## config.mk

```make
export PLATFORM = sky130hd
export DESIGN_NAME = hbus_ctrl
export DESIGN_NICKNAME = d
export VERILOG_FILES = /design/src/rtl/hbus_pkg.sv /design/src/rtl/hbus_regs.sv /design/src/rtl/hbus_seq.sv /design/src/rtl/hbus_pol.sv /design/src/rtl/hbus_ctrl.sv
export SDC_FILE = /design/constraint.sdc
export NUM_CORES = 1
export LEC_CHECK = 0
export BUFFER_PORTS_ARGS = -buffer_cell sky130_fd_sc_hd__clkbuf_2
export CORE_MARGIN = 2
export CORE_UTILIZATION = 51
export CTS_CLUSTER_SIZE = 20
export DETAILED_ROUTE_END_ITERATION = 10
export GPL_ROUTABILITY_DRIVEN = 1
export PLACE_DENSITY = 0.95
export REMOVE_ABC_BUFFERS = 1
export SYNTH_ARGS = -nofsm -noshare
export SYNTH_HDL_FRONTEND = slang
export SYNTH_SLANG_ARGS = --single-unit
```

## constraint.sdc

```tcl
create_clock -name clk -period 3.3 [get_ports clk]
set_input_delay 0.33 -clock clk [delete_from_list [all_inputs] [get_ports clk]]
set_output_delay 0.33 -clock clk [all_outputs]
set_load 0.02 [all_outputs]
```

## src/rtl/hbus_pkg.sv

```systemverilog
package hbus_pkg;
    localparam int REG_W  = 32;
    localparam int CFG_W  = 16;
    localparam int B_FEN  = 0;
    localparam int B_EEN  = 1;
    localparam int B_WPOL = 2;
    localparam int B_RPOL = 3;
    localparam int B_APOL = 4;
    localparam int B_GO   = 5;
    localparam int B_CFG  = 16;

    typedef struct packed {
        logic             full_en;
        logic             empty_en;
        logic             wr_pol;
        logic             rd_pol;
        logic             ale_pol;
        logic             cfg_go;
        logic [CFG_W-1:0] cfg_word;
    } ctrl_t;

    typedef enum logic [1:0] {ST_IDLE, ST_ALE, ST_STRB, ST_DONE} seq_st_e;
endpackage

```

## src/rtl/hbus_regs.sv

```systemverilog
module hbus_regs
    import hbus_pkg::*;
(
    input  logic             clk,
    input  logic             rst_n,
    input  logic             reg_wr,
    input  logic [REG_W-1:0] reg_wdata,
    input  logic             cfg_done,
    output ctrl_t            ctrl,
    output logic [REG_W-1:0] reg_rdata
);
    ctrl_t ctrl_d, ctrl_q;

    always_comb begin
        ctrl_d = ctrl_q;
        if (reg_wr) begin
            ctrl_d.full_en  = reg_wdata[B_FEN];
            ctrl_d.empty_en = reg_wdata[B_EEN];
            ctrl_d.wr_pol   = reg_wdata[B_WPOL];
            ctrl_d.rd_pol   = reg_wdata[B_RPOL];
            ctrl_d.ale_pol  = reg_wdata[B_APOL];
            ctrl_d.cfg_word = reg_wdata[B_CFG +: CFG_W];
            if (!ctrl_q.cfg_go) begin
                ctrl_d.cfg_go = reg_wdata[B_GO];
            end
        end
        if (cfg_done) begin
            ctrl_d.cfg_go = 1'b0;
        end
    end

    always_ff @(posedge clk or negedge rst_n) begin
        if (!rst_n) begin
            ctrl_q         <= '0;
            ctrl_q.ale_pol <= 1'b1;
        end else begin
            ctrl_q <= ctrl_d;
        end
    end

    always_comb begin
        reg_rdata                   = '0;
        reg_rdata[B_FEN]            = ctrl_q.full_en;
        reg_rdata[B_EEN]            = ctrl_q.empty_en;
        reg_rdata[B_WPOL]           = ctrl_q.wr_pol;
        reg_rdata[B_RPOL]           = ctrl_q.rd_pol;
        reg_rdata[B_APOL]           = ctrl_q.ale_pol;
        reg_rdata[B_GO]             = ctrl_q.cfg_go;
        reg_rdata[B_CFG +: CFG_W]   = ctrl_q.cfg_word;
    end

    assign ctrl = ctrl_q;

    assert_go_hold_R9: assert property (@(posedge clk) disable iff (!rst_n)
        (ctrl_q.cfg_go && !cfg_done) |=> ctrl_q.cfg_go);
    assert_go_clear_R9: assert property (@(posedge clk) disable iff (!rst_n)
        cfg_done |=> !ctrl_q.cfg_go);
endmodule

```

## src/rtl/hbus_seq.sv

```systemverilog
module hbus_seq
    import hbus_pkg::*;
#(
    parameter int AW       = 16,
    parameter int DW       = 16,
    parameter int STRB_CYC = 2
) (
    input  logic          clk,
    input  logic          rst_n,
    input  ctrl_t         ctrl,
    input  logic          req_valid,
    input  logic          req_write,
    input  logic [AW-1:0] req_addr,
    input  logic [DW-1:0] req_wdata,
    output logic          req_ready,
    output logic [DW-1:0] rsp_rdata,
    input  logic          fifo_full,
    input  logic          fifo_empty,
    input  logic [DW-1:0] bus_din,
    output logic [AW-1:0] bus_addr,
    output logic [DW-1:0] bus_dout,
    output logic          bus_cs_n,
    output logic          bus_cfg_en,
    output logic          ale_act,
    output logic          rd_act,
    output logic          wr_act,
    output logic          cfg_done
);
    localparam int CW = (STRB_CYC > 1) ? $clog2(STRB_CYC) : 1;
    localparam logic [CW-1:0] LAST = CW'(STRB_CYC - 1);

    typedef struct packed {
        seq_st_e       st;
        logic [CW-1:0] cnt;
        logic          wr;
        logic          cfg;
        logic [AW-1:0] addr;
        logic [DW-1:0] wdata;
        logic [DW-1:0] rdata;
    } seq_t;

    seq_t s_d, s_q;
    logic stall;

    assign stall = req_write ? (ctrl.full_en && fifo_full)
                             : (ctrl.empty_en && fifo_empty);

    always_comb begin
        s_d      = s_q;
        cfg_done = 1'b0;
        case (s_q.st)
            ST_IDLE: begin
                if (ctrl.cfg_go) begin
                    s_d.st    = ST_ALE;
                    s_d.wr    = 1'b1;
                    s_d.cfg   = 1'b1;
                    s_d.addr  = '0;
                    s_d.wdata = DW'(ctrl.cfg_word);
                end else if (req_valid && !stall) begin
                    s_d.st    = ST_ALE;
                    s_d.wr    = req_write;
                    s_d.cfg   = 1'b0;
                    s_d.addr  = req_addr;
                    s_d.wdata = req_wdata;
                end
            end
            ST_ALE: begin
                s_d.st  = ST_STRB;
                s_d.cnt = '0;
            end
            ST_STRB: begin
                if (s_q.cnt == LAST) begin
                    s_d.st = ST_DONE;
                    if (!s_q.wr) begin
                        s_d.rdata = bus_din;
                    end
                    cfg_done = s_q.cfg;
                end else begin
                    s_d.cnt = s_q.cnt + 1'b1;
                end
            end
            default: begin
                s_d.st = ST_IDLE;
            end
        endcase
    end

    always_ff @(posedge clk or negedge rst_n) begin
        if (!rst_n) begin
            s_q <= '0;
        end else begin
            s_q <= s_d;
        end
    end

    assign ale_act    = (s_q.st == ST_ALE);
    assign wr_act     = (s_q.st == ST_STRB) && s_q.wr;
    assign rd_act     = (s_q.st == ST_STRB) && !s_q.wr;
    assign bus_cs_n   = !((s_q.st == ST_ALE) || (s_q.st == ST_STRB));
    assign bus_cfg_en = s_q.cfg && !bus_cs_n;
    assign bus_addr   = s_q.addr;
    assign bus_dout   = s_q.wdata;
    assign req_ready  = (s_q.st == ST_DONE) && !s_q.cfg;
    assign rsp_rdata  = s_q.rdata;

    assert_ale_single_R2: assert property (@(posedge clk) disable iff (!rst_n)
        ale_act |=> (!ale_act && (rd_act || wr_act)));
    assert_ready_pulse_R2: assert property (@(posedge clk) disable iff (!rst_n)
        req_ready |=> !req_ready);
    assert_full_stall_R6: assert property (@(posedge clk) disable iff (!rst_n)
        ((s_q.st == ST_IDLE) && !ctrl.cfg_go && req_valid && req_write &&
         ctrl.full_en && fifo_full) |=> bus_cs_n);
    assert_empty_stall_R7: assert property (@(posedge clk) disable iff (!rst_n)
        ((s_q.st == ST_IDLE) && !ctrl.cfg_go && req_valid && !req_write &&
         ctrl.empty_en && fifo_empty) |=> bus_cs_n);
    assert_cfg_first_R8: assert property (@(posedge clk) disable iff (!rst_n)
        ((s_q.st == ST_IDLE) && ctrl.cfg_go) |=> (ale_act && bus_cfg_en));
endmodule

```

## src/rtl/hbus_pol.sv

```systemverilog
module hbus_pol #(
    parameter int N = 3
) (
    input  logic [N-1:0] act,
    input  logic [N-1:0] pol,
    output logic [N-1:0] lvl
);
    for (genvar i = 0; i < N; i++) begin : g_strobe
        assign lvl[i] = act[i] ~^ pol[i];
    end
endmodule

```

## src/rtl/hbus_ctrl.sv

```systemverilog
module hbus_ctrl
    import hbus_pkg::*;
#(
    parameter int AW       = 16,
    parameter int DW       = 16,
    parameter int STRB_CYC = 2
) (
    input  logic             clk,
    input  logic             rst_n,
    input  logic             reg_wr,
    input  logic [REG_W-1:0] reg_wdata,
    output logic [REG_W-1:0] reg_rdata,
    input  logic             req_valid,
    input  logic             req_write,
    input  logic [AW-1:0]    req_addr,
    input  logic [DW-1:0]    req_wdata,
    output logic             req_ready,
    output logic [DW-1:0]    rsp_rdata,
    input  logic             fifo_full,
    input  logic             fifo_empty,
    input  logic [DW-1:0]    bus_din,
    output logic [AW-1:0]    bus_addr,
    output logic [DW-1:0]    bus_dout,
    output logic             bus_cs_n,
    output logic             bus_ale,
    output logic             bus_rd,
    output logic             bus_wr,
    output logic             bus_cfg_en
);
    ctrl_t ctrl;
    logic  cfg_done, ale_act, rd_act, wr_act;
    logic [2:0] lvl;

    hbus_regs u_regs (
        .clk(clk), .rst_n(rst_n), .reg_wr(reg_wr), .reg_wdata(reg_wdata),
        .cfg_done(cfg_done), .ctrl(ctrl), .reg_rdata(reg_rdata)
    );

    hbus_seq #(.AW(AW), .DW(DW), .STRB_CYC(STRB_CYC)) u_seq (
        .clk(clk), .rst_n(rst_n), .ctrl(ctrl),
        .req_valid(req_valid), .req_write(req_write), .req_addr(req_addr),
        .req_wdata(req_wdata), .req_ready(req_ready), .rsp_rdata(rsp_rdata),
        .fifo_full(fifo_full), .fifo_empty(fifo_empty), .bus_din(bus_din),
        .bus_addr(bus_addr), .bus_dout(bus_dout), .bus_cs_n(bus_cs_n),
        .bus_cfg_en(bus_cfg_en), .ale_act(ale_act), .rd_act(rd_act),
        .wr_act(wr_act), .cfg_done(cfg_done)
    );

    hbus_pol #(.N(3)) u_pol (
        .act({ale_act, rd_act, wr_act}),
        .pol({ctrl.ale_pol, ctrl.rd_pol, ctrl.wr_pol}),
        .lvl(lvl)
    );

    assign {bus_ale, bus_rd, bus_wr} = lvl;

    assert_cs_during_strobe_R2: assert property (@(posedge clk) disable iff (!rst_n)
        $fell(bus_cs_n) |=> !bus_cs_n);
endmodule

```

== Word level (Yosys, flattened, before mapping) ==
Cells that the tools add are included.
Storage, ports and cells
  output and inout port bits: 86
  word-level logic and storage cells: 57
  register bits after elaboration: 75
  input bits: 87
Operators by class
  equality and inequality tests: 5
  multiplexer cells: 14
  reduce and logical (&&, ||, !) cells: 19
  add/sub/neg operators: 1
  bitwise gates (word level): 4
Operators with widths (number)
  2-to-1 mux 34 bit: 2
  2-to-1 mux 17 bit: 1
  logical AND 1 bit: 7
  2-to-1 mux 1 bit: 6
  2-to-1 mux 2 bit: 3
  case mux 2 bit (3 select lines): 1
  nonzero test 2 bit: 3
  == test 2 bit, second input constant: 2
  logical NOT 1 bit: 4
  AND reduction 2 bit: 2
  != test 3 x 2 -> 1 bit, second input constant: 1
  AND reduction 3 bit: 1
  XNOR 1 bit: 3
  == test 2 x 1 -> 1 bit, second input constant: 1
  logical NOT 2 bit: 1
  != test 2 x 1 -> 1 bit, second input constant: 1
  case mux 1 bit (2 select lines): 1
  adder 1 bit, second input constant: 1
  logical OR 1 bit: 1
  inverter 1 bit: 1

== Longest topological paths before layout ==
Gate-level depths: netlist (run 1).
  word-level depth: 7
  mapped depth: 7
  mapped depth without buffers: 5

== Cells and area by module ==
Synthesis (run 1) repeated with hierarchy kept, for this count alone.
Unflattened totals
  cells, all modules: 343
  area, all modules: 4033.9 µm²
By module, submodules not included
  hbus_seq: cells an instance 260, area each 2944.1 µm², times used 1, sequential area each 1326.3 µm²
  hbus_regs: cells an instance 80, area each 1063.5 µm², times used 1, sequential area each 551.8 µm²
  hbus_pol: cells an instance 3, area each 26.3 µm², times used 1, sequential area each 0.0 µm²

== Least setup slack after synthesis (run 1) ==
No wires, ideal clock.
  path type: reg2out
  start: register u_seq.s_q[51] (netlist name)
  end: output bus_rd
  required time: 2970 ps
  arrival time: 1296 ps
  slack: 1674 ps
  buffers on the path: 1
  cell stages (with the launch flop): 6
  cell sequence: dfrtp_1 -> inv_1 -> ha_1 -> clkbuf_2 -> nor2b_1 -> xnor2_1
On the way
  cells in the longest elaborated chain, start to end: 3
Ends and longest elaborated chain
  start: declaration: line hbus_seq.sv:42  | seq_t s_d, s_q;
  start signal: assignment: line hbus_seq.sv:90  | s_q <= '0;
  start signal: assignment: line hbus_seq.sv:92  | s_q <= s_d;
  == test 2 bit: line hbus_seq.sv:98  | assign rd_act = (s_q.st == ST_STRB) && !s_q.wr;
  logical AND 1 bit: line hbus_seq.sv:98
  XNOR 1 bit: line hbus_pol.sv:9  | assign lvl[i] = act[i] ~^ pol[i];
  end: declaration: line hbus_ctrl.sv:26  | output logic bus_rd,
Every way passes these cells.

== Worst setup path after layout (run 1) ==
  start: register u_regs.ctrl_q (netlist bit u_regs.ctrl[16])
  end: register u_seq.s_q[51] (netlist name)
On the way
  cells in the longest elaborated chain, start to end: 2
  elaborated cells between the ends (all ways): 4
  those cells by class: eq/ne (1); mux (2); reduce/logical (1)
Ends and longest elaborated chain
  start: declaration: line hbus_regs.sv:12  | ctrl_t ctrl_d, ctrl_q;
  start signal: assignment: line hbus_regs.sv:37  | ctrl_q <= ctrl_d;
  2-to-1 mux 2 bit or != test 3 x 2 -> 1 bit (tied branches)
  case mux 2 bit (3 select lines) or AND reduction 2 bit (tied branches)
Parallel ways exist; a longest one is shown, timed or not.
A chain may end at the register's enable or synchronous reset.

==> metrics.yaml, run 1 <==
outcome:
  status: "complete, no violations"
clocking:
  cts_max_level: 3
  hold_buffers: 0
  path_clk_slew_ns: 0.08
  clock_latency_ns: 0.34
  root_buffer: "clkbuf_8"
  cts_tree: "done"
  cts_buffers: 9
  clk_path_buf_depth: 2
  cts_sinks: 75
  postCtsSetupBuffers: 0
  cts_resized: 0
timing:
  relSlewSlack: 0.388
  drv_slew: 0
  setup_tns_ns: 0
  tightest_slew_ns: 0.918
  fin_crit_sh: 0.725
  period_needed_ns: 2.39
  setup_viol: 0
  hold_viol: 0
  finalClockSkew_ns: 0.0116
  fmax_mhz: 418
  rsz0062_at_grt: "false"
  setup_slack_ns: 0.906
final_layout:
  area_growth_pct: 13.8
  drive_above_1_share: 0.551
  layoutNonFillerInstCount: 524
  nNetsFinal: 512
  n_antenna_cell: 0
  fillCellCount: 612
placed_design:
  dp_hpwl_um: 5940
  gp_congestion: 0.744
  dp_slack_ns: 0.961
  numPortBuffers: 152
  dp.cells: 508
route:
  drt_pre_antenna_iters: 4
  drt_iter0_drc: 129
  wl_um: 8350
  vias_per_cell: 5.35
  remaining_drc_errors: 0
  num_vias: 2802
  wl_per_cell_um: 15.9
  antenna_left: 0
synthesis:
  syn_avg_cell_area_um2: 12.0
  synth_top_area_frac: 0.477
  ys_seq_elements: 75
  ys_types: 38
  synth_common_cells: "dfrtp_1 (74), buf_4 (59), o22ai_1 (38), mux2_2 (37), inv_1 (21)"
  ys_dominant_reg_cell: "dfrtp_1"
  netlist_area_um2: 3880
  synth_edf_count: 0
  post-synth-top-count-cell: "dfrtp_1"
  synth_warnings: 0
  synth.largest_area_cell: "dfrtp_1"
  synthCells: 323
  ys_seq_area_frac: 0.484
  synthArstFlopShare: 1.00
  netlist_top_cells_area: "dfrtp_1 (48%), buf_4 (11%), mux2_2 (11%)"
die:
  die-area_um2: 8320
  die_x_um: 91.2
  pin_count: 173
  core_area_um2: 7290
  fp.dieH_um: 91.2
  start_util: 0.532
  rows: 31
global_route:
  globalRouteTotalUtil: 0.202
  grt_overflow_total: 0
  grt_pass1_vias: 2688
  antenna_found_initial: 0
  grt_pass1_wl_um: 13300
  grt_max_degree: 76
worst_setup_path:
  start_kind: "flop"
  max_stage_delay_ns: 0.88
  worstReg2RegStart: "u_regs.ctrl[16]$_DFFE_PN0P_"
  reg2reg_slack_ns: 0.91
  critical-path-top-delay-family: "flip-flops"
  crit_arrival_ns: 2.66
  critPathSlowestCell: "dfrtp_1"
  cp.required_ns: 3.56
  crit_type: "reg2reg"
  crit_fanout: 20
  path_cells: "clkinv_1, a32oi_2, mux2i_1"
  reg2reg_depth: 3
  crit_buf_inv: 1
  end_kind: "flop"
  r2r_end: "u_seq.s_q[51]$_DFFE_PN0P_"
job:
  cap_violations: 0
pwr:
  power_w: 0.00425
  powerDensity_nw_per_um2: 963
  leakagePower_nw: 2.13
  ir_drop_mv: 0.371
min_path:
  min_path_type: "in2async"
[layout by cell type (no fill, tap or decap), drive strengths merged, types with 3 or more instances in the layout]
| cell type | instances |
|---|---|
| clkbuf | 162 |
| dfrtp | 74 |
| ha | 5 |
| conb | 10 |
| nand2 | 3 |
| inv | 22 |
| o22ai | 49 |
| mux2 | 37 |
| a22oi | 16 |
| a21oi | 18 |
| clkinvlp | 3 |
[layer usage]
metal | wire, um | vias up | GRT usage | part of all wire
li1 | - | 1280 | - | -
met1 | 3630 | 1375 | 0.272 | 0.43
met2 | 4080 | 137 | 0.335 | 0.49
met3 | 546 | 10 | 0.0349 | 0.065
met4 | 93 | 0 | 0.0657 | 0.011
met5 | 0 | - | 0 | 0
[final cells by class]
cell class | instances | area [um^2] | area share
clock buffer | 11 | 141 | 0.0320
timing repair buffer | 153 | 771 | 0.175
inverter | 22 | 82.6 | 0.0187
clock inverter | 5 | 61.3 | 0.0139
multi-input combinational | 159 | 1360 | 0.307
tap | 99 | 124 | 0.0281
sequential | 75 | 1880 | 0.425
[state kept, by name (all words and copies together), names as in the netlist]
name and cells:
u_regs.ctrl 22, u_seq.bus_addr 16, u_seq.bus_dout 16, u_seq.rsp_rdata 16, u_seq.s_q 5
[power by group]
part	leakage, nW	internal (W)	switching (W)
Sequential	0.896	0.00128	0.000305
Clock	0.0922	0.000373	0.000341
Combinational	1.14	0.000763	0.00119
[stage by stage]
step | instance area, um^2 | hold slack, ns | utilization
3_3_place_gp | 4210 | 0.480 | 0.578
6_report | 4420 | 0.123 | 0.606
4_1_cts | 4420 | 0.144 | 0.606
3_5_place_dp | 4210 | 0.492 | 0.578
5_1_grt | 4420 | 0.205 | 0.606
2_1_floorplan | 3320 | 0.0344 | -
[worst max path at each step]
| stage | from | cells after the start | end |
|---|---|---|---|
| 2_1_floorplan | u_seq.s_q[51]$_DFFE_PN0P_ | 5 | u_seq.bus_dout[0]$_DFFE_PN0P_ |
| 3_5_place_dp | u_regs.ctrl[16]$_DFFE_PN0P_ | 3 | u_seq.s_q[52]$_DFFE_PN0P_ |
| 3_3_place_gp | u_regs.ctrl[16]$_DFFE_PN0P_ | 3 | u_seq.s_q[51]$_DFFE_PN0P_ |
| 6_report | u_regs.ctrl[16]$_DFFE_PN0P_ | 3 | u_seq.s_q[51]$_DFFE_PN0P_ |
| 5_1_grt | u_regs.ctrl[16]$_DFFE_PN0P_ | 3 | u_seq.s_q[51]$_DFFE_PN0P_ |
| 4_1_cts | u_regs.ctrl[16]$_DFFE_PN0P_ | 3 | u_seq.s_q[52]$_DFFE_PN0P_ |
[logic make-up (layout without fill, tap and decap cells)]
| family | count (synthesis) | count (layout) | share of synthesized area |
|---|---|---|---|
| buffers and inverters | 98 | 191 | 0.176 |
| AOI/OAI and AO/OA | 88 | 88 | 0.175 |
| DFF | 75 | 75 | 0.484 |
| muxes | 39 | 39 | 0.113 |
| and+or+nand+nor | 14 | 14 | 0.0290 |
| adders and majority gates | 5 | 5 | 0.0161 |
| xor gates and xnor gates | 3 | 3 | 0.00677 |
| other | 1 | 10 | 0.000966 |
Note: power is estimated with default switching activity, not from simulation.
==> inputs of run 2 (changes only) <==
--- a/config.mk
+++ b/config.mk
@@ -5,13 +5,14 @@
 export SDC_FILE = /design/constraint.sdc
 export NUM_CORES = 1
 export LEC_CHECK = 0
+export ABC_AREA = 1
 export BUFFER_PORTS_ARGS = -buffer_cell sky130_fd_sc_hd__clkbuf_2
 export CORE_MARGIN = 2
-export CORE_UTILIZATION = 51
+export CORE_UTILIZATION = 42
 export CTS_CLUSTER_SIZE = 20
 export DETAILED_ROUTE_END_ITERATION = 10
 export GPL_ROUTABILITY_DRIVEN = 1
-export PLACE_DENSITY = 0.95
+export PLACE_DENSITY = 0.85
 export REMOVE_ABC_BUFFERS = 1
 export SYNTH_ARGS = -nofsm -noshare
 export SYNTH_HDL_FRONTEND = slang
==> constraint.sdc (replaced) <==
create_clock -name clk -period 2.1 [get_ports clk]
set_input_delay 0.21 -clock clk [delete_from_list [all_inputs] [get_ports clk]]
set_output_delay 0.21 -clock clk [all_outputs]
set_load 0.02 [all_outputs]
==> run 2 against run 1 <==
Effect of this change:
- design area increased by 0.71%
- worst hold slack lost 0.060 ns
- setup slack worse by 0.72 ns
- combinational power rose by 36%
- synthesized cell count increased by 35%
- die area rose by 15%
- core utilization fell by 9.1 points
- sequential share of layout area fell by 0.30 points
- via count increased by 10%
- total power up 47%
- register-to-register slack worse by 0.58 ns
- critical path type is now reg2out
- largest cell class unchanged
==> metrics.yaml, run 2 <==
synthesis:
  synth_warnings: 0  # unchanged
  synth_common_cells: "nand2_1 (147), dfrtp_1 (74), buf_4 (61), nand3_1 (54), o21ai_0 (33)"
  synth_top_area_frac: 0.499  # +0.0222
  synthCells: 436  # +35%
  synth_xor_area_frac: 0.00709  # +0.000315
  netlist_top_cells_area: "dfrtp_1 (50%), nand2_1 (15%), buf_4 (12%)"
  ys_seq_elements: 75  # unchanged
  synth_simple_gate_area_frac: 0.237  # +0.207
  synth_compound_area_frac: 0.0509  # -0.124
  synthAdderAreaFrac: 0.0169  # +0.000750
  syn_avg_cell_area_um2: 8.51  # -29%
  ys_dominant_reg_cell: "dfrtp_1"
  synth.largest_area_cell: "dfrtp_1"
  post-synth-top-count-cell: "nand2_1"
  synth_top_family_by_area: "simple AND/OR/NAND/NOR gates"
  muxShareOfSynthArea: 0.0121  # -0.100
  synthArstFlopShare: 1.00  # unchanged
  ys_seq_area_frac: 0.506  # +0.0225
  netlist_area_um2: 3710  # -4.4%
  synth_edf_count: 0  # unchanged
  ys_types: 24  # -37%
timing:
  hold_viol: 0  # unchanged
  setup_viol: 0  # unchanged
  setup_tns_ns: 0  # unchanged
  fin_crit_sh: 0.913
  setup_slack_ns: 0.182  # -0.724 ns
  rsz0062_at_grt: "false"
  tightest_slew_ns: 0.633  # -0.285 ns
  relSlewSlack: 0.578  # +0.190
  fmax_mhz: 521
  finalClockSkew_ns: 0.0122  # +0.000640 ns
  drv_slew: 0  # unchanged
  period_needed_ns: 1.92
die:
  core_area_um2: 8640  # +18%
  start_util: 0.429  # -0.103
  rows: 34  # +9.7%
  pin_count: 173  # unchanged
  die-area_um2: 9600  # +15%
  fp.dieH_um: 98.0  # +7.4%
  die_x_um: 98.0  # +7.4%
route:
  remaining_drc_errors: 0  # unchanged
  vias_per_cell: 4.71  # -12%
  antenna_left: 0  # unchanged
  drt_pre_antenna_iters: 4  # unchanged
  drt_iter0_drc: 104  # -19%
  wl_per_cell_um: 12.6  # -21%
  num_vias: 3083  # +10%
  wl_um: 8260  # -1.1%
clocking:
  cts_max_level: 3  # unchanged
  clk_path_buf_depth: 2  # unchanged
  cts_sinks: 75  # unchanged
  clock_latency_ns: 0.35  # about the same
  cts_tree: "done"
  root_buffer: "clkbuf_8"
  cts_buffers: 9  # unchanged
  path_clk_slew_ns: 0.08  # about the same
  cts_resized: 0  # unchanged
placed_design:
  dp_hpwl_um: 6120  # +3.1%
  gp_congestion: 0.815  # +9.4%
  dp_slack_ns: 0.277  # -0.684 ns
  numPortBuffers: 152  # unchanged
worst_setup_path:
  crit_arrival_ns: 1.71  # -0.95 ns
  crit_type: "reg2out"
  cp.required_ns: 1.89  # -1.67 ns
  end_kind: "output port"
  start_kind: "flop"
  crit_fanout: 5  # -75%
pwr:
  power_w: 0.00624  # +47%
  leakagePower_nw: 2.54  # +19%
  powerDensity_nw_per_um2: 1400  # +46%
  ir_drop_mv: 0.559  # +50%
job:
  cap_violations: 0  # unchanged
outcome:
  status: "complete, no violations"
global_route:
  grt_pass1_vias: 3026  # +13%
  grt_max_degree: 42  # -45%
  globalRouteTotalUtil: 0.181  # -0.0208
  antenna_found_initial: 0  # unchanged
  grt_pass1_wl_um: 14100  # +6.3%
  grt_overflow_total: 0  # unchanged
final_layout:
  nNetsFinal: 634  # +24%
  area_growth_pct: 19.9
  n_antenna_cell: 0  # unchanged
  final_common_cell: "clkbuf_2"
  final_util: 0.515  # -0.0906
  drive_above_1_share: 0.344  # -0.207
  largest_register_ff_count: 22  # unchanged
  final_cell_mix: "clkbuf_2 (151), nand2_1 (147), dfrtp_1 (74)"
min_path:
  min_path_type: "in2reg"
-- run 2: final timing paths --
kind	cells after the start	startpoint	slack [ns]	to
max	6	u_seq.s_q[51]$_DFFE_PN0P_	0.18	bus_rd
min	3	reg_wdata[31]	0.06	u_regs.ctrl[15]$_DFFE_PN0P_
max reg2reg	8	u_seq.s_q[51]$_DFFE_PN0P_	0.33	u_seq.rsp_rdata[10]$_DFFE_PN0P_
min reg2reg	2	u_seq.bus_addr[12]$_DFFE_PN0P_	0.47	u_seq.bus_addr[12]$_DFFE_PN0P_
max in group asynchronous	3	rst_n	1.14	u_regs.ctrl[16]$_DFFE_PN0P_
min in group asynchronous	2	rst_n	0.35	u_seq.rsp_rdata[14]$_DFFE_PN0P_
-- run 2: area by class of cell --
type                       count  area (um^2)
clock buffer                  10          128
clock inverter                 6          114
fill                         823         4190
inverter                      29          109
multi-input combinational    266         1240
sequential                    75         1880
tap                          108          135
timing repair buffer         161          846
-- run 2: report_power, final --
part / switching [W] / leakage [nW] / internal, W
combinational: 0.00180 / 1.49 / 0.000861
sequential: 0.000335 / 0.932 / 0.00191
clock: 0.000544 / 0.113 / 0.000791
-- run 2: per-stage QoR --
| stage | hold WS (ns) | area (um^2) | cells |
|---|---|---|---|
| floorplan | -0.0856 | 3220 | 370 |
| global placement | 0.187 | 4190 | 637 |
| detailed placement | 0.201 | 4190 | 637 |
| CTS | 0.0514 | 4450 | 655 |
| global route | 0.0645 | 4450 | 655 |
| finish | 0.0629 | 4450 | 655 |
-- run 2: layer usage --
layer / global-route usage / routed length [um] / vias up
li1: - / - / 1517
met1: 0.233 / 3490 / 1424
met5: 0 / 0 / -
met3: 0.0458 / 651 / 8
met2: 0.306 / 4050 / 134
met4: 0.0502 / 78 / 0
-- run 2: cell families (layout without fill, tap and decap cells) --
kind of cell	Yosys count	after routing
buffers and inverters	104	206
AND/OR/NAND/NOR	207	207
XOR/XNOR	3	3
flip-flops	75	75
other	1	10
AO/OA/AOI/OAI	37	37
multiplexers	4	4
adder cells (fa/ha/maj)	5	5
-- run 2: critical path: stages (launching register included) --
cell and delay [ns]:
dfrtp_1 0.44, inv_1 0.12, ha_1 0.25, inv_2 0.08, nor2_4 0.13, xor2_1 0.16, clkbuf_2 0.19
-- run 2: repair_timing --
item | in CTS | in global routing
setup buffers | 1 | 0
setup endpoints to repair | 1 | 0
hold buffers | 1 | 0
endpoints found under the hold margin | 33 | 0
==> inputs of run 3 (changes only) <==
--- a/config.mk
+++ b/config.mk
@@ -5,14 +5,14 @@
 export SDC_FILE = /design/constraint.sdc
 export NUM_CORES = 1
 export LEC_CHECK = 0
-export ABC_AREA = 1
+export ABC_AREA = 0
 export BUFFER_PORTS_ARGS = -buffer_cell sky130_fd_sc_hd__clkbuf_2
 export CORE_MARGIN = 2
-export CORE_UTILIZATION = 42
+export CORE_UTILIZATION = 43
 export CTS_CLUSTER_SIZE = 20
 export DETAILED_ROUTE_END_ITERATION = 10
 export GPL_ROUTABILITY_DRIVEN = 1
-export PLACE_DENSITY = 0.85
+export PLACE_DENSITY = 0.83
 export REMOVE_ABC_BUFFERS = 1
 export SYNTH_ARGS = -nofsm -noshare
 export SYNTH_HDL_FRONTEND = slang
==> run 3 against run 2 <==
Effect of this change:
- first-iteration DRC count is 61% lower
- clock power is 29% lower
- largest cell class unchanged
- critical path depth is 1 lower
- largest power group unchanged
==> metrics.yaml, run 3 (same netlist as run 1, synthesis figures left out) <==
outcome:
  status: "complete, no violations"
pwr:
  clockPowerShare: 0.144  # -0.070
  combPwrFrac: 0.483  # +0.057
  p_sw_w: 0.00283  # +5.7%
  leakagePower_nw: 2.17  # -15%
  ir_drop_mv: 0.559  # +0.11%
  powerDensity_nw_per_um2: 1460  # +4.3%
  power_w: 0.00653  # +4.7%
  sequentialPowerShare: 0.373  # +0.013
  sw_frac_of_total: 0.433  # +0.00415
  p_int_w: 0.00370  # +3.9%
final_layout:
  final_common_cell: "clkbuf_2"
  nNetsFinal: 520  # -18%
  area_growth_pct: 15.0
  final_cell_mix: "clkbuf_2 (151), dfrtp_1 (74), o22ai_1 (38)"
  largest_register_ff_count: 22  # unchanged
  n_antenna_cell: 0  # unchanged
  drive_above_1_share: 0.556  # +0.212
  stdcell_area_um2: 4460  # +0.34%
placed_design:
  dp_slack_ns: 0.307  # +0.0300 ns
  dpl_cell_area_um2: 4290  # +2.4%
  gp_congestion: 0.802  # -1.6%
  numPortBuffers: 152  # unchanged
  dp_hpwl_um: 6210  # +1.4%
timing:
  tightest_slew_ns: 0.626  # -0.00689 ns
  finalClockSkew_ns: 0.00691  # -0.00534 ns
  setup_viol: 0  # unchanged
  fmax_mhz: 513  # -1.6%
  hold_viol: 0  # unchanged
  relSlewSlack: 0.583  # +0.00459
  fin_crit_sh: 0.928  # +0.0152
  period_needed_ns: 1.95  # +0.0320 ns
  drv_slew: 0  # unchanged
  whs_ns: 0.102  # +0.0394 ns
  setup_slack_ns: 0.150  # -0.0320 ns
  rsz0062_at_grt: "false"
die:
  pin_count: 173  # unchanged
  start_util: 0.445  # +0.0156
  core_area_um2: 8720  # +0.99%
  rows: 34  # unchanged
  die-area_um2: 9800  # +2.1%
  die_x_um: 99.0  # +1.1%
  fp.dieH_um: 99.0  # +1.1%
worst_setup_path:
  start_kind: "flop"
  end_kind: "output port"
  cp.required_ns: 1.89  # about the same
  crit_type: "reg2out"
  reg2reg_depth: 4  # -4
  crit_arrival_ns: 1.74  # +0.03 ns
  crit_fanout: 7  # +2
route:
  wl_um: 8600  # +4.1%
  remaining_drc_errors: 0  # unchanged
  num_vias: 2738  # -11%
  drt_pre_antenna_iters: 4  # unchanged
  vias_per_cell: 5.07  # +7.7%
  antenna_left: 0  # unchanged
  drt_iter0_drc: 41  # -61%
  wl_per_cell_um: 15.9  # +26%
clocking:
  cts_sinks: 75  # unchanged
  cts_tree: "done"
  root_buffer: "clkbuf_8"
  clock_latency_ns: 0.33  # -0.02 ns
  clk_path_buf_depth: 2  # unchanged
  cts_buffers: 9  # unchanged
  cts_max_level: 3  # unchanged
  path_clk_slew_ns: 0.07  # about the same
  postCtsSetupBuffers: 0  # -1
min_path:
  min_path_type: "in2reg"
  hold_depth: 2  # -1
global_route:
  grt_util_met1: 0.231  # -0.00235
  grt_max_degree: 40  # -4.8%
  globalRouteTotalUtil: 0.180  # -0.00102
  use_met2: 0.305  # -0.00102
  grt_overflow_total: 0  # unchanged
  top_usage_layer: "met2"
  antenna_found_initial: 0  # unchanged
  grt_pass1_wl_um: 14000  # -1.1%
  gr-usage-met3: 0.0489  # +0.00312
  grt_pass1_vias: 2854  # -5.7%
job:
  cap_violations: 0  # unchanged
==> run 3: changes by cell type in the layout (fill, tap and decap cells not counted), moves of 6 or more <==
| cell | previous run | this run |
|---|---|---|
| mux2_2 | 4 | 37 |
| o22ai_1 | 0 | 38 |
| nand3_1 | 54 | 0 |
| inv_1 | 27 | 21 |
| o21ai_0 | 33 | 2 |
| nand2_1 | 147 | 3 |
| a21oi_1 | 2 | 18 |
| a22oi_2 | 0 | 8 |
| a22oi_1 | 0 | 7 |
| o22ai_2 | 0 | 11 |
==> run 3: critical path: stages (launching register included) <==
cell and delay, ns:
dfrtp_1 0.42, inv_1 0.12, ha_2 0.27, nor2b_1 0.25, xnor2_1 0.14, clkbuf_2 0.19
==> run 3: what timing repair did <==
action,in CTS,in global routing
hold buffers,1,0
endpoints found under the hold margin,38,0
endpoints found under the setup margin,0,1
resized for setup,0,1
==> run 3: power by group through the flow <==
stage | Sequential, W | Clock (W) | Combinational, W
final | 0.00244 | 0.000938 | 0.00316
after detailed placement | 0.00246 | 0 | 0.00318
after CTS | 0.00244 | 0.000992 | 0.00318
after global placement | 0.00242 | 0 | 0.00310
after floorplan | 0.00306 | 0 | 0.00142
after global routing | 0.00252 | 0.00104 | 0.00343
==> run 3: through the flow <==
step	instances	util	TNS (ns)
final	540	0.512	0
after detailed placement	524	0.492	0
after global routing	540	0.512	0
after global placement	524	0.492	0
after CTS	540	0.511	0
after floorplan	256	-	-6.45
==> run 3: cell type report <==
class                           instances  area, um^2
Tap cell                              108         135
Multi-Input combinational cell        159        1360
Sequential cell                        75        1880
Inverter                               22        82.6
Clock buffer                           12         145
Clock inverter                          3        15.0
Fill cell                             804        4260
Timing Repair Buffer                  161         846
==> run 3: worst paths after layout <==
| kind | start | to | slack, ns |
|---|---|---|---|
| min in group asynchronous | rst_n | u_seq.bus_addr[10]$_DFFE_PN0P_ | 0.38 |
| max reg2reg | u_seq.s_q[51]$_DFFE_PN0P_ | u_seq.rsp_rdata[0]$_DFFE_PN0P_ | 0.37 |
| max in group asynchronous | rst_n | u_regs.ctrl[17]$_DFFE_PN1P_ | 1.05 |
| min | bus_din[5] | u_seq.rsp_rdata[5]$_DFFE_PN0P_ | 0.10 |
| max | u_seq.s_q[51]$_DFFE_PN0P_ | bus_rd | 0.15 |
| min reg2reg | u_seq.s_q[48]$_DFFE_PN0P_ | u_regs.ctrl[16]$_DFFE_PN0P_ | 0.50 |
==> run 3: metal layers <==
layer	wire (um)	share of wire
met3	570	0.066
met1	3730	0.43
met2	4220	0.49
met5	0	0
met4	77	0.0090
